--- src/rtl/ws_pkg.sv ---
// Package: shared address map, region codes and fixed wait counts for the
// bus wait-state generator. Assumes a 16-bit word address bus.
package ws_pkg;
    parameter int AW        = 16;  // address width
    parameter int WS_W      = 4;   // width of a programmed wait field
    parameter int CW        = 5;   // width of the internal wait counter
    parameter int PAGE_BITS = 3;   // log2 of flash page size in words

    localparam int KEY_WS   = 16;  // flash key window fixed waits
    localparam int PER_RD_WS = 2;  // windows B/C read waits

    typedef enum logic [3:0] {
        RG_NONE  = 4'd0,
        RG_RAM   = 4'd1,
        RG_PERA  = 4'd2,
        RG_PERB  = 4'd3,
        RG_PERC  = 4'd4,
        RG_FLASH = 4'd5,
        RG_KEY   = 4'd6,
        RG_OTP   = 4'd7,
        RG_ROM   = 4'd8
    } region_e;
endpackage

--- src/rtl/ws_region_decode.sv ---
// Module: ws_region_decode
// Maps an address onto a region code. Purely combinational.
// Assumes the 16-bit map of the package: top nibble selects the area and
// the last 16 words of the flash area form the key window.
module ws_region_decode
    import ws_pkg::*;
#(
    parameter int ADDR_W = AW
) (
    input  logic [ADDR_W-1:0] addr,
    output region_e           region
);
    localparam int TOP = ADDR_W - 4;

    // Decode the area nibble, then split the key window out of flash.
    always_comb begin
        unique case (addr[ADDR_W-1:TOP])
            4'h0:                region = RG_RAM;
            4'h1:                region = RG_PERA;
            4'h2:                region = RG_PERB;
            4'h3:                region = RG_PERC;
            4'h4, 4'h5, 4'h6, 4'h7: begin
                if (addr[ADDR_W-1:4] == {4'h7, {(ADDR_W-8){1'b1}}})
                    region = RG_KEY;
                else
                    region = RG_FLASH;
            end
            4'h8:                region = RG_OTP;
            4'hF:                region = RG_ROM;
            default:             region = RG_NONE;
        endcase
    end
endmodule

--- src/rtl/ws_count_select.sv ---
// Module: ws_count_select
// Chooses the wait count for the access that starts this cycle. It clamps
// the programmed fields and remembers the page of the last flash access.
// Assumes 'start' pulses for one cycle at the first cycle of each access.
module ws_count_select
    import ws_pkg::*;
#(
    parameter int ADDR_W = AW,
    parameter int FW     = WS_W,
    parameter int CNT_W  = CW,
    parameter int PG_B   = PAGE_BITS
) (
    input  logic              clk,
    input  logic              rst_n,
    input  logic              start,
    input  region_e           region,
    input  logic              is_wr,
    input  logic              b2b_wr,
    input  logic [ADDR_W-1:0] addr,
    input  logic [FW-1:0]     page_ws,
    input  logic [FW-1:0]     rand_ws,
    input  logic [FW-1:0]     otp_ws,
    output logic [CNT_W-1:0]  wcount
);
    localparam int PGW = ADDR_W - PG_B;

    logic [PGW-1:0]   last_page_q;
    logic             page_vld_q;
    logic [CNT_W-1:0] page_eff, rand_min1, rand_eff, otp_eff;
    logic             same_page;

    // Clamp the programmed fields to their minimums.
    always_comb begin
        page_eff  = CNT_W'(page_ws);
        rand_min1 = (rand_ws == '0) ? CNT_W'(1) : CNT_W'(rand_ws);
        rand_eff  = (rand_min1 < page_eff) ? page_eff : rand_min1;
        otp_eff   = (otp_ws == '0) ? CNT_W'(1) : CNT_W'(otp_ws);
    end

    assign same_page = page_vld_q && (last_page_q == addr[ADDR_W-1:PG_B]);

    // Pick the wait count for the decoded region and direction.
    always_comb begin
        unique case (region)
            RG_PERB:  wcount = is_wr ? (b2b_wr ? CNT_W'(1) : '0)
                                     : CNT_W'(PER_RD_WS);
            RG_PERC:  wcount = is_wr ? '0 : CNT_W'(PER_RD_WS);
            RG_FLASH: wcount = same_page ? page_eff : rand_eff;
            RG_KEY:   wcount = CNT_W'(KEY_WS);
            RG_OTP:   wcount = otp_eff;
            default:  wcount = '0;
        endcase
    end

    // Remember the page of each flash access as it starts.
    always_ff @(posedge clk) begin
        if (!rst_n) begin
            last_page_q <= '0;
            page_vld_q  <= 1'b0;
        end else if (start && region == RG_FLASH) begin
            last_page_q <= addr[ADDR_W-1:PG_B];
            page_vld_q  <= 1'b1;
        end
    end

    assert_rand_floor_R7: assert property (@(posedge clk) disable iff (!rst_n)
        (rand_eff >= page_eff) && (rand_eff != '0));
    assert_otp_floor_R8: assert property (@(posedge clk) disable iff (!rst_n)
        (region == RG_OTP) |-> (wcount != '0));
    assert_key_fixed_R9: assert property (@(posedge clk) disable iff (!rst_n)
        (region == RG_KEY) |-> (wcount == CNT_W'(KEY_WS)));
endmodule

--- src/rtl/ws_timer.sv ---
// Module: ws_timer
// Counts down the wait states of the current access and raises ready when
// the count is spent and the hold-off allows it. Assumes the requester
// keeps its strobe high until ready is seen at a rising edge.
module ws_timer #(
    parameter int CNT_W = 5
) (
    input  logic             clk,
    input  logic             rst_n,
    input  logic             req,
    input  logic [CNT_W-1:0] wcount,
    input  logic             hold_ok,
    output logic             start,
    output logic             rdy
);
    logic             busy_q;
    logic [CNT_W-1:0] cnt_q;
    logic [CNT_W-1:0] remaining;

    assign start     = req && !busy_q;
    assign remaining = busy_q ? cnt_q : wcount;
    assign rdy       = req && (remaining == '0) && hold_ok;

    // Load the count on the first cycle and step it down to zero.
    always_ff @(posedge clk) begin
        if (!rst_n) begin
            busy_q <= 1'b0;
            cnt_q  <= '0;
        end else if (rdy || !req) begin
            busy_q <= 1'b0;
            cnt_q  <= '0;
        end else begin
            busy_q <= 1'b1;
            cnt_q  <= (remaining == '0) ? '0 : remaining - 1'b1;
        end
    end

    assert_wait_blocks_rdy_R12: assert property (@(posedge clk) disable iff (!rst_n)
        (busy_q && cnt_q != '0) |-> !rdy);
    assert_count_steps_R12: assert property (@(posedge clk) disable iff (!rst_n)
        (busy_q && req && cnt_q != '0) |=> (cnt_q == $past(cnt_q) - 1'b1) || !req);
endmodule

--- src/rtl/bus_wait_gen.sv ---
// Module: bus_wait_gen (top)
// Stretches each CPU bus access by the wait states of its region, applies
// the peripheral hold-off where the region honours it, and adds the
// window-B back-to-back write stall. Assumes addr is stable while rd/wr
// are high and that rd and wr are not both high.
module bus_wait_gen
    import ws_pkg::*;
(
    input  logic            clk,
    input  logic            rst_n,
    input  logic [AW-1:0]   addr,
    input  logic            rd,
    input  logic            wr,
    input  logic            ext_rdy,
    input  logic [WS_W-1:0] fl_page_ws,
    input  logic [WS_W-1:0] fl_rand_ws,
    input  logic [WS_W-1:0] otp_ws,
    output logic            rdy,
    output logic [3:0]      region
);
    region_e        rg;
    logic           req, start, honour, hold_ok, b2b_wr;
    logic           perb_wr_done_q;
    logic [CW-1:0]  wcount;

    assign req     = rd | wr;
    assign honour  = (rg == RG_PERA) || (rg == RG_PERB);
    assign hold_ok = !honour || ext_rdy;
    assign b2b_wr  = perb_wr_done_q && wr && (rg == RG_PERB);
    assign region  = rg;

    ws_region_decode #(.ADDR_W(AW)) i_decode (
        .addr   (addr),
        .region (rg)
    );

    ws_count_select #(.ADDR_W(AW), .FW(WS_W), .CNT_W(CW), .PG_B(PAGE_BITS)) i_select (
        .clk     (clk),
        .rst_n   (rst_n),
        .start   (start),
        .region  (rg),
        .is_wr   (wr),
        .b2b_wr  (b2b_wr),
        .addr    (addr),
        .page_ws (fl_page_ws),
        .rand_ws (fl_rand_ws),
        .otp_ws  (otp_ws),
        .wcount  (wcount)
    );

    ws_timer #(.CNT_W(CW)) i_timer (
        .clk     (clk),
        .rst_n   (rst_n),
        .req     (req),
        .wcount  (wcount),
        .hold_ok (hold_ok),
        .start   (start),
        .rdy     (rdy)
    );

    // Note a window-B write that completes this cycle, for the next one.
    always_ff @(posedge clk) begin
        if (!rst_n) perb_wr_done_q <= 1'b0;
        else        perb_wr_done_q <= rdy && wr && (rg == RG_PERB);
    end

    assert_rdy_needs_req_R11: assert property (@(posedge clk) disable iff (!rst_n)
        rdy |-> (rd || wr));
    assert_hold_honoured_R2: assert property (@(posedge clk) disable iff (!rst_n)
        (rdy && (region == 4'd2 || region == 4'd3)) |-> ext_rdy);
    assert_b2b_stall_R4: assert property (@(posedge clk) disable iff (!rst_n)
        (perb_wr_done_q && start && wr && region == 4'd3) |-> !rdy);
endmodule

--- config.mk ---
export PLATFORM = sky130hd
export DESIGN_NAME = bus_wait_gen
export DESIGN_NICKNAME = d
export VERILOG_FILES = /design/src/rtl/ws_pkg.sv /design/src/rtl/ws_region_decode.sv /design/src/rtl/ws_count_select.sv /design/src/rtl/ws_timer.sv /design/src/rtl/bus_wait_gen.sv
export SDC_FILE = /design/constraint.sdc
export NUM_CORES = 1
export LEC_CHECK = 0
export BUFFER_PORTS_ARGS = -buffer_cell sky130_fd_sc_hd__buf_2
export CAP_MARGIN = 10
export CELL_PAD_IN_SITES_DETAIL_PLACEMENT = 1
export CELL_PAD_IN_SITES_GLOBAL_PLACEMENT = 2
export CORE_AREA = 2 2 72 74
export DETAILED_ROUTE_END_ITERATION = 10
export DIE_AREA = 0 0 74 76
export GPL_TIMING_DRIVEN = 0
export PLACE_DENSITY_LB_ADDON = 0.1
export SETUP_SLACK_MARGIN = 0.02
export SKIP_CTS_REPAIR_TIMING = 1
export SLEW_MARGIN = 10
export SYNTH_ARGS = -nofsm -noshare
export SYNTH_HDL_FRONTEND = slang
export SYNTH_SLANG_ARGS = --single-unit
--- constraint.sdc ---
create_clock -name clk -period 7.8 [get_ports clk]
set_clock_uncertainty 0.2 [all_clocks]
set_input_delay 2.34 -clock clk [delete_from_list [all_inputs] [get_ports clk]]
set_output_delay 2.34 -clock clk [all_outputs]
set_load 0.05 [all_outputs]
**After elaboration in Yosys (flattened, before gate mapping)**

Cells that the tools add are included.

- Memory bits (read-only): 0
- Bits of input ports: 33
- RAM bits: 0
- Bits in registers: 21
- Latch bits: 0
- Memories: 0
- Word-level logic and storage cells: 59

- Divide/modulo/power cells: 0
- Multiplexer cells: 12
- Bitwise gates (word level): 2
- Shift operators: 0
- Multiply operators: 0
- Eq/ne operators: 17
- Add/sub/neg operators: 1
- Reductions and logical operators: 21
- Magnitude comparators: 1

Operators by type and width:

| kind | number |
|---|---|
| 4-bit by 3-bit == test with 1-bit output (second input constant) | 8 |
| 4-bit case mux with 7 select lines | 1 |
| 5-bit case mux with 5 select lines | 1 |
| 5-bit two-way mux | 4 |
| 4-bit by 2-bit == test with 1-bit output (second input constant) | 4 |
| 13-bit == test | 1 |
| 12-bit by 11-bit == test with 1-bit output (second input constant) | 1 |
| 4-bit zero test | 3 |
| 1-bit logical AND | 9 |
| 4-bit == test (second input constant) | 2 |
| 4-bit two-way mux | 2 |
| 5-bit zero test | 1 |
| 5-bit by 4-bit less-than comparator with 1-bit output | 1 |
| 5-bit by 1-bit subtractor with 5-bit output (second input constant) | 1 |
| 4-bit by 1-bit == test with 1-bit output (second input constant) | 1 |
| 2-bit two-way mux | 2 |
| 4-bit OR reduction | 1 |
| 1-bit zero test | 3 |
| 1-bit logical OR | 3 |
| 3-bit OR reduction | 1 |
| 1-bit two-way mux | 2 |
| 1-bit inverter | 1 |
| 1-bit OR | 1 |

**Longest topological paths before layout**

- Depth in word-level cells: 14
- Mapped depth: 13
- Mapped depth without buffers: 13

**Modules after synthesis**

A second synthesis with hierarchy kept.

- Cells, all modules: 191
- Area total of the unflattened synthesis: 1557.7 µm²

Modules (own cells, without submodules):

| module | area each (µm²) | times used | cells an instance | sequential area each (µm²) |
|---|---|---|---|---|
| ws_count_select | 983.4 | 1 | 129 | 280.3 |
| ws_timer | 401.6 | 1 | 38 | 120.1 |
| ws_region_decode | 112.6 | 1 | 16 | 0.0 |
| bus_wait_gen | 60.1 | 1 | 8 | 20.0 |

**Least setup slack after synthesis**

Ideal clock, no wire load.

- Path type: input-to-output
- Start point: input port fl_rand_ws[3]
- End point: output port rdy
- Buffers on the path: 1
- Cell stages on the path: 11
- Slack: 0.600 ns
- Arrival time: 4.660 ns
- Path through: clkbuf_1 -> ha_1 -> nand3_1 -> o21a_1 -> nor2_1 -> mux2_2 -> a221oi_2 -> ha_1 -> and2_1 -> o211a_2 -> and3_4

- Cells in the longest elaborated chain, start to end: 10

RTL lines:

| what | line | source |
|---|---|---|
| start: declaration | bus_wait_gen.sv:16 | `input logic [WS_W-1:0] fl_rand_ws,` |
| 4-bit zero test | ws_count_select.sv:35 | `rand_min1 = (rand_ws == '0) ? CNT_W'(1) : CNT_W'(rand_ws);` |
| 4-bit two-way mux * | ws_count_select.sv:35 |  |
| 5-bit by 4-bit less-than comparator with 1-bit output | ws_count_select.sv:36 | `rand_eff = (rand_min1 < page_eff) ? page_eff : rand_min1;` |
| 5-bit two-way mux * | ws_count_select.sv:36 |  |
| 5-bit two-way mux * | ws_count_select.sv:48 | `RG_FLASH: wcount = same_page ? page_eff : rand_eff;` |
| 5-bit case mux with 5 select lines * | ws_count_select.sv:44 | `unique case (region)` |
| 5-bit two-way mux * | ws_timer.sv:21 | `assign remaining = busy_q ? cnt_q : wcount;` |
| 5-bit zero test * | ws_timer.sv:22 | `assign rdy = req && (remaining == '0) && hold_ok;` |
| 1-bit logical AND * (2 in a row) | ws_timer.sv:22 |  |
| end: declaration | bus_wait_gen.sv:18 | `output logic rdy,` |

Mark *: on every way between the ends. The rest lies on a longest branch, timed or not.

**Worst setup path after layout**

- Start point: input port addr[12]
- End point: output port rdy

- Cells in the longest elaborated chain, start to end: 12
- Elaborated cells between the ends (all ways): 34
- Those cells by class: eq/ne: 17; mux: 7; reduce/logical: 10

RTL lines:

| what | line | source |
|---|---|---|
| start: declaration | bus_wait_gen.sv:11 | `input logic [AW-1:0] addr,` |
| 12-bit by 11-bit == test with 1-bit output or 4-bit by 3-bit == test with 1-bit output (tied branches) | ws_region_decode.sv:23, ws_region_decode.sv:17 |  |
| 2-bit two-way mux or 4-bit OR reduction (tied branches) | ws_region_decode.sv:23, ws_region_decode.sv:17 |  |
| 4-bit case mux with 7 select lines | ws_region_decode.sv:17 | `unique case (addr[ADDR_W-1:TOP])` |
| 4-bit by 2-bit == test with 1-bit output | ws_count_select.sv:44, bus_wait_gen.sv:27, bus_wait_gen.sv:29 |  |
| 1-bit logical AND | bus_wait_gen.sv:29 | `assign b2b_wr = perb_wr_done_q && wr && (rg == RG_PERB);` |
| 1-bit two-way mux | ws_count_select.sv:45 | `RG_PERB: wcount = is_wr ? (b2b_wr ? CNT_W'(1) : '0)` |
| 5-bit two-way mux | ws_count_select.sv:45 |  |
| 5-bit case mux with 5 select lines | ws_count_select.sv:44 |  |
| 5-bit two-way mux | ws_timer.sv:21 |  |
| 5-bit zero test | ws_timer.sv:22 |  |
| 1-bit logical AND | ws_timer.sv:22 |  |
| 1-bit logical AND * | ws_timer.sv:22 |  |

Marks and branches as above.

==> results by group <==
Outcome
  • Status: complete, no violations

Yosys
  • Async set-or-reset flop fraction in the synthesized netlist: 0%
  • Post-synth top area cell: dfxtp_1
  • Avg Synthesized Cell Area: between 9 and 10 µm²
  • Synth unique cells: 50
  • Post-synth EDFFs: 0
  • Top FF cell, synth: dfxtp_1
  • Synth top area cells: dfxtp_1 28%, xnor2_2 8.6%, mux2i_1 7.9%
  • Yosys warns: 0
  • Seq/Total Area, Yosys: between 20% and 30%
  • Post-synth top area share: 27.7%
  • Yosys reg bits: 21
  • Post-synthesis cell area: between 1500 and 2000 µm²
  • Post-Syn Nets: 200
  • Syn Inst Count: 163

Timing
  • Final Cycle Share: between 90% and 100%
  • Slew headroom: 58.1%
  • Pin slew with the least headroom to its limit: roughly 0.62 ns
  • Final hold violation count: 0
  • Max frequency: 132 MHz
  • RSZ-0062 raised after global routing: false
  • Total negative setup slack: 0 ns
  • Crit path time final: 7.57 ns
  • Setup violators final: 0
  • Max-slew violation count: 0
  • Final worst slack: 0.231 ns

Power
  • Sequential share of power: between 40% and 50%
  • Leak pwr: between 0.8 and 0.9 nW
  • Sw power: 91.5 µW
  • Total Power: approximately 280 µW
  • Clock Power Share: 26.5%
  • Net switching fraction of the power: approximately 33%
  • P_int: about 190 µW
  • Worst VDD drop: roughly 0.000052 V
  • PD cells: between 150 and 200 nW/µm²
  • Power share of the combinational group: a little under a third

Setup path
  • Worst Setup End Kind: primary output
  • WP data arrival: just over 5 ns
  • Crit-path max FO: 10
  • CP Class: input pin to primary output
  • CP Launch Type: input pin
  • R2R Path Start: i_select.last_page_q[0]$_SDFFE_PN0P_
  • Flop-to-flop setup slack: between 4 and 5 ns
  • Worst r2r dst: perb_wr_done_q$_SDFF_PN0_
  • Worst Path Required: 5.26 ns
  • Worst reg-to-reg path cell count: 11

Placement
  • GP Congestion: between 0.7 and 0.8
  • PortBufs: 34
  • Post-DP HPWL: around 3200 µm
  • Setup WS pre-CTS: around 0.11 ns

Drt
  • Drt pass-1 iters: 2
  • Drt drc: 0
  • Vias per inst: between 4 and 5
  • ANT nets after route: 0
  • Vias: 1294
  • WL final: approximately 3800 µm
  • Initial drt markers: 18
  • Drt wl/cell: approximately 14 µm

Clock network
  • Clock sink total: 21
  • Htree depth: 1
  • Max clock buf depth: 2
  • Number of buffers created by CTS: 3
  • CTS clock-pin slew for the worst setup and hold paths: 0.09 ns
  • CTS tree: built
  • Root Driver: clkbuf_8
  • Worst skew pair latency: approximately 0.26 ns

Die
  • Die Y: 76 µm
  • Core Area: between 4000 and 5000 µm²
  • Die area: 5620 µm²
  • Die Span X: roughly 74 µm
  • Starting density of the core: a little under a third
  • Io pins: 38
  • Row cnt: 26

Global routing
  • Antenna violations before repair: 0
  • First-pass GRT wire length: 6590 µm
  • Tot GR Track Use: 14.9%
  • Gr ovfl total: 0
  • Largest net degree at the start of global routing: 13
  • Vias in the first global route: roughly 1400

Finish
  • Post-layout util: between 30 and 40%
  • Fillers: 586
  • Layout cell share with drive strength beyond 1: around a third
  • Nets@finish: roughly 240
  • Area grow syn2layout: 21.5%
  • Commonest non-fill, non-tap cell in the layout: buf_2
  • FF+latch area: 420 µm²
  • Commonest cells after routing, fill and taps aside: 35 x buf_2, 21 x dfxtp_1, 12 x mux2i_1, 12 x nor2_1, 11 x nor2b_1
  • Multi-input logic area: around 1000 µm²
  • Antenna cells: 0

Worst hold path
  • Hold path start: i_select.page_vld_q$_SDFFE_PN0P_
  • WHS Path Cells: 2
  • Hold/Removal Path Class: register to register
  • Hold worst-path end: i_select.page_vld_q$_SDFFE_PN0P_

Job
  • Max Cap Violations: 0
==> worst max-delay path, cell delays in order <==
cell	delay [ns]
buf_2	0.12
buf_6	0.14
xnor2_2	0.14
nand4_1	0.16
nor4_4	0.40
nor2_4	0.08
mux2_2	0.30
a221oi_2	0.31
ha_1	0.23
and2_1	0.14
o211a_2	0.22
and3_4	0.19
buf_2	0.26
==> sequential cells by signal, indices dropped and copies added, names as in the netlist <==
signal	cells
i_select.last_page_q	13
i_select.page_vld_q	1
i_timer.busy_q	1
perb_wr_done_q	1
i_timer.cnt_q	5
==> worst max-delay path by stage <==
| stage | from | to | slack [ns] | cells past startpoint |
|---|---|---|---|---|
| floorplan | fl_rand_ws[3] | rdy | 0.60 | 11 |
| global placement | fl_rand_ws[3] | rdy | 0.15 | 13 |
| detailed placement | fl_rand_ws[3] | rdy | 0.11 | 13 |
| CTS | fl_rand_ws[3] | rdy | 0.1 | 13 |
| global route | addr[12] | rdy | 0.05 | 13 |
| finish | addr[12] | rdy | 0.23 | 13 |
==> cell type report <==
type	instances	share of cell area, %
well taps	70	4.76
flip-flops and latches	21	22.8
clock inverters	1	0.272
repair buffers	34	9.24
plain buffers	8	2.65
multi-input cells	128	56.8
inverters	6	1.22
clock buffers	3	2.24
==> layer usage <==
layer | part of all wire [%] | routed length, µm | up-vias | track usage (%)
met5 | 0 | 0 | - | 0
met4 | 0.78 | 30 | 0 | 3.27
met3 | 3.7 | 141 | 4 | 2.38
met2 | 50 | 1940 | 26 | 25.2
met1 | 45 | 1730 | 614 | 19.5
li1 | - | - | 650 | -
==> cells in the mapped netlist, drive strengths merged, types with 2 or more instances <==
library cell / number
a21oi: 7
clkbuf: 6
buf: 2
nor2b: 11
inv: 6
nor2: 13
xnor2: 13
nor4b: 2
nand4: 5
ha: 4
xor2: 3
nor3: 7
and3: 2
nand3: 2
a21boi: 2
o211a: 2
nor3b: 3
dfxtp: 21
o21a: 2
and4: 2
mux2i: 12
a21o: 2
nand2: 11
o21ai: 11
==> through the flow <==
step	cells	instance area, µm²	hold slack (ns)
3_5_place_dp	267	1770	0.276
2_1_floorplan	163	1520	0.248
3_3_place_gp	267	1770	0.257
4_1_cts	271	1820	0.288
6_report	271	1840	0.287
5_1_grt	271	1840	0.326
==> power by group through the flow <==
stage | sequential [mW] | combinational, mW | clock (mW)
finish | 0.118 | 0.0872 | 0.0739
global route | 0.119 | 0.0960 | 0.0836
CTS | 0.118 | 0.0873 | 0.0769
detailed placement | 0.120 | 0.0866 | 0
global placement | 0.120 | 0.0844 | 0
floorplan | 0.119 | 0.0616 | 0
==> kinds of logic after synthesis <==
group / after synthesis / share of synthesized area [%]
buf+inv: 14 / 4.70
compound gates: 31 / 14.5
mux: 13 / 8.66
flops: 21 / 27.7
simple gates: 64 / 27.9
fa+ha+maj: 4 / 3.30
xor+xnor: 16 / 13.2
Power figures use the tool's default switching activity.
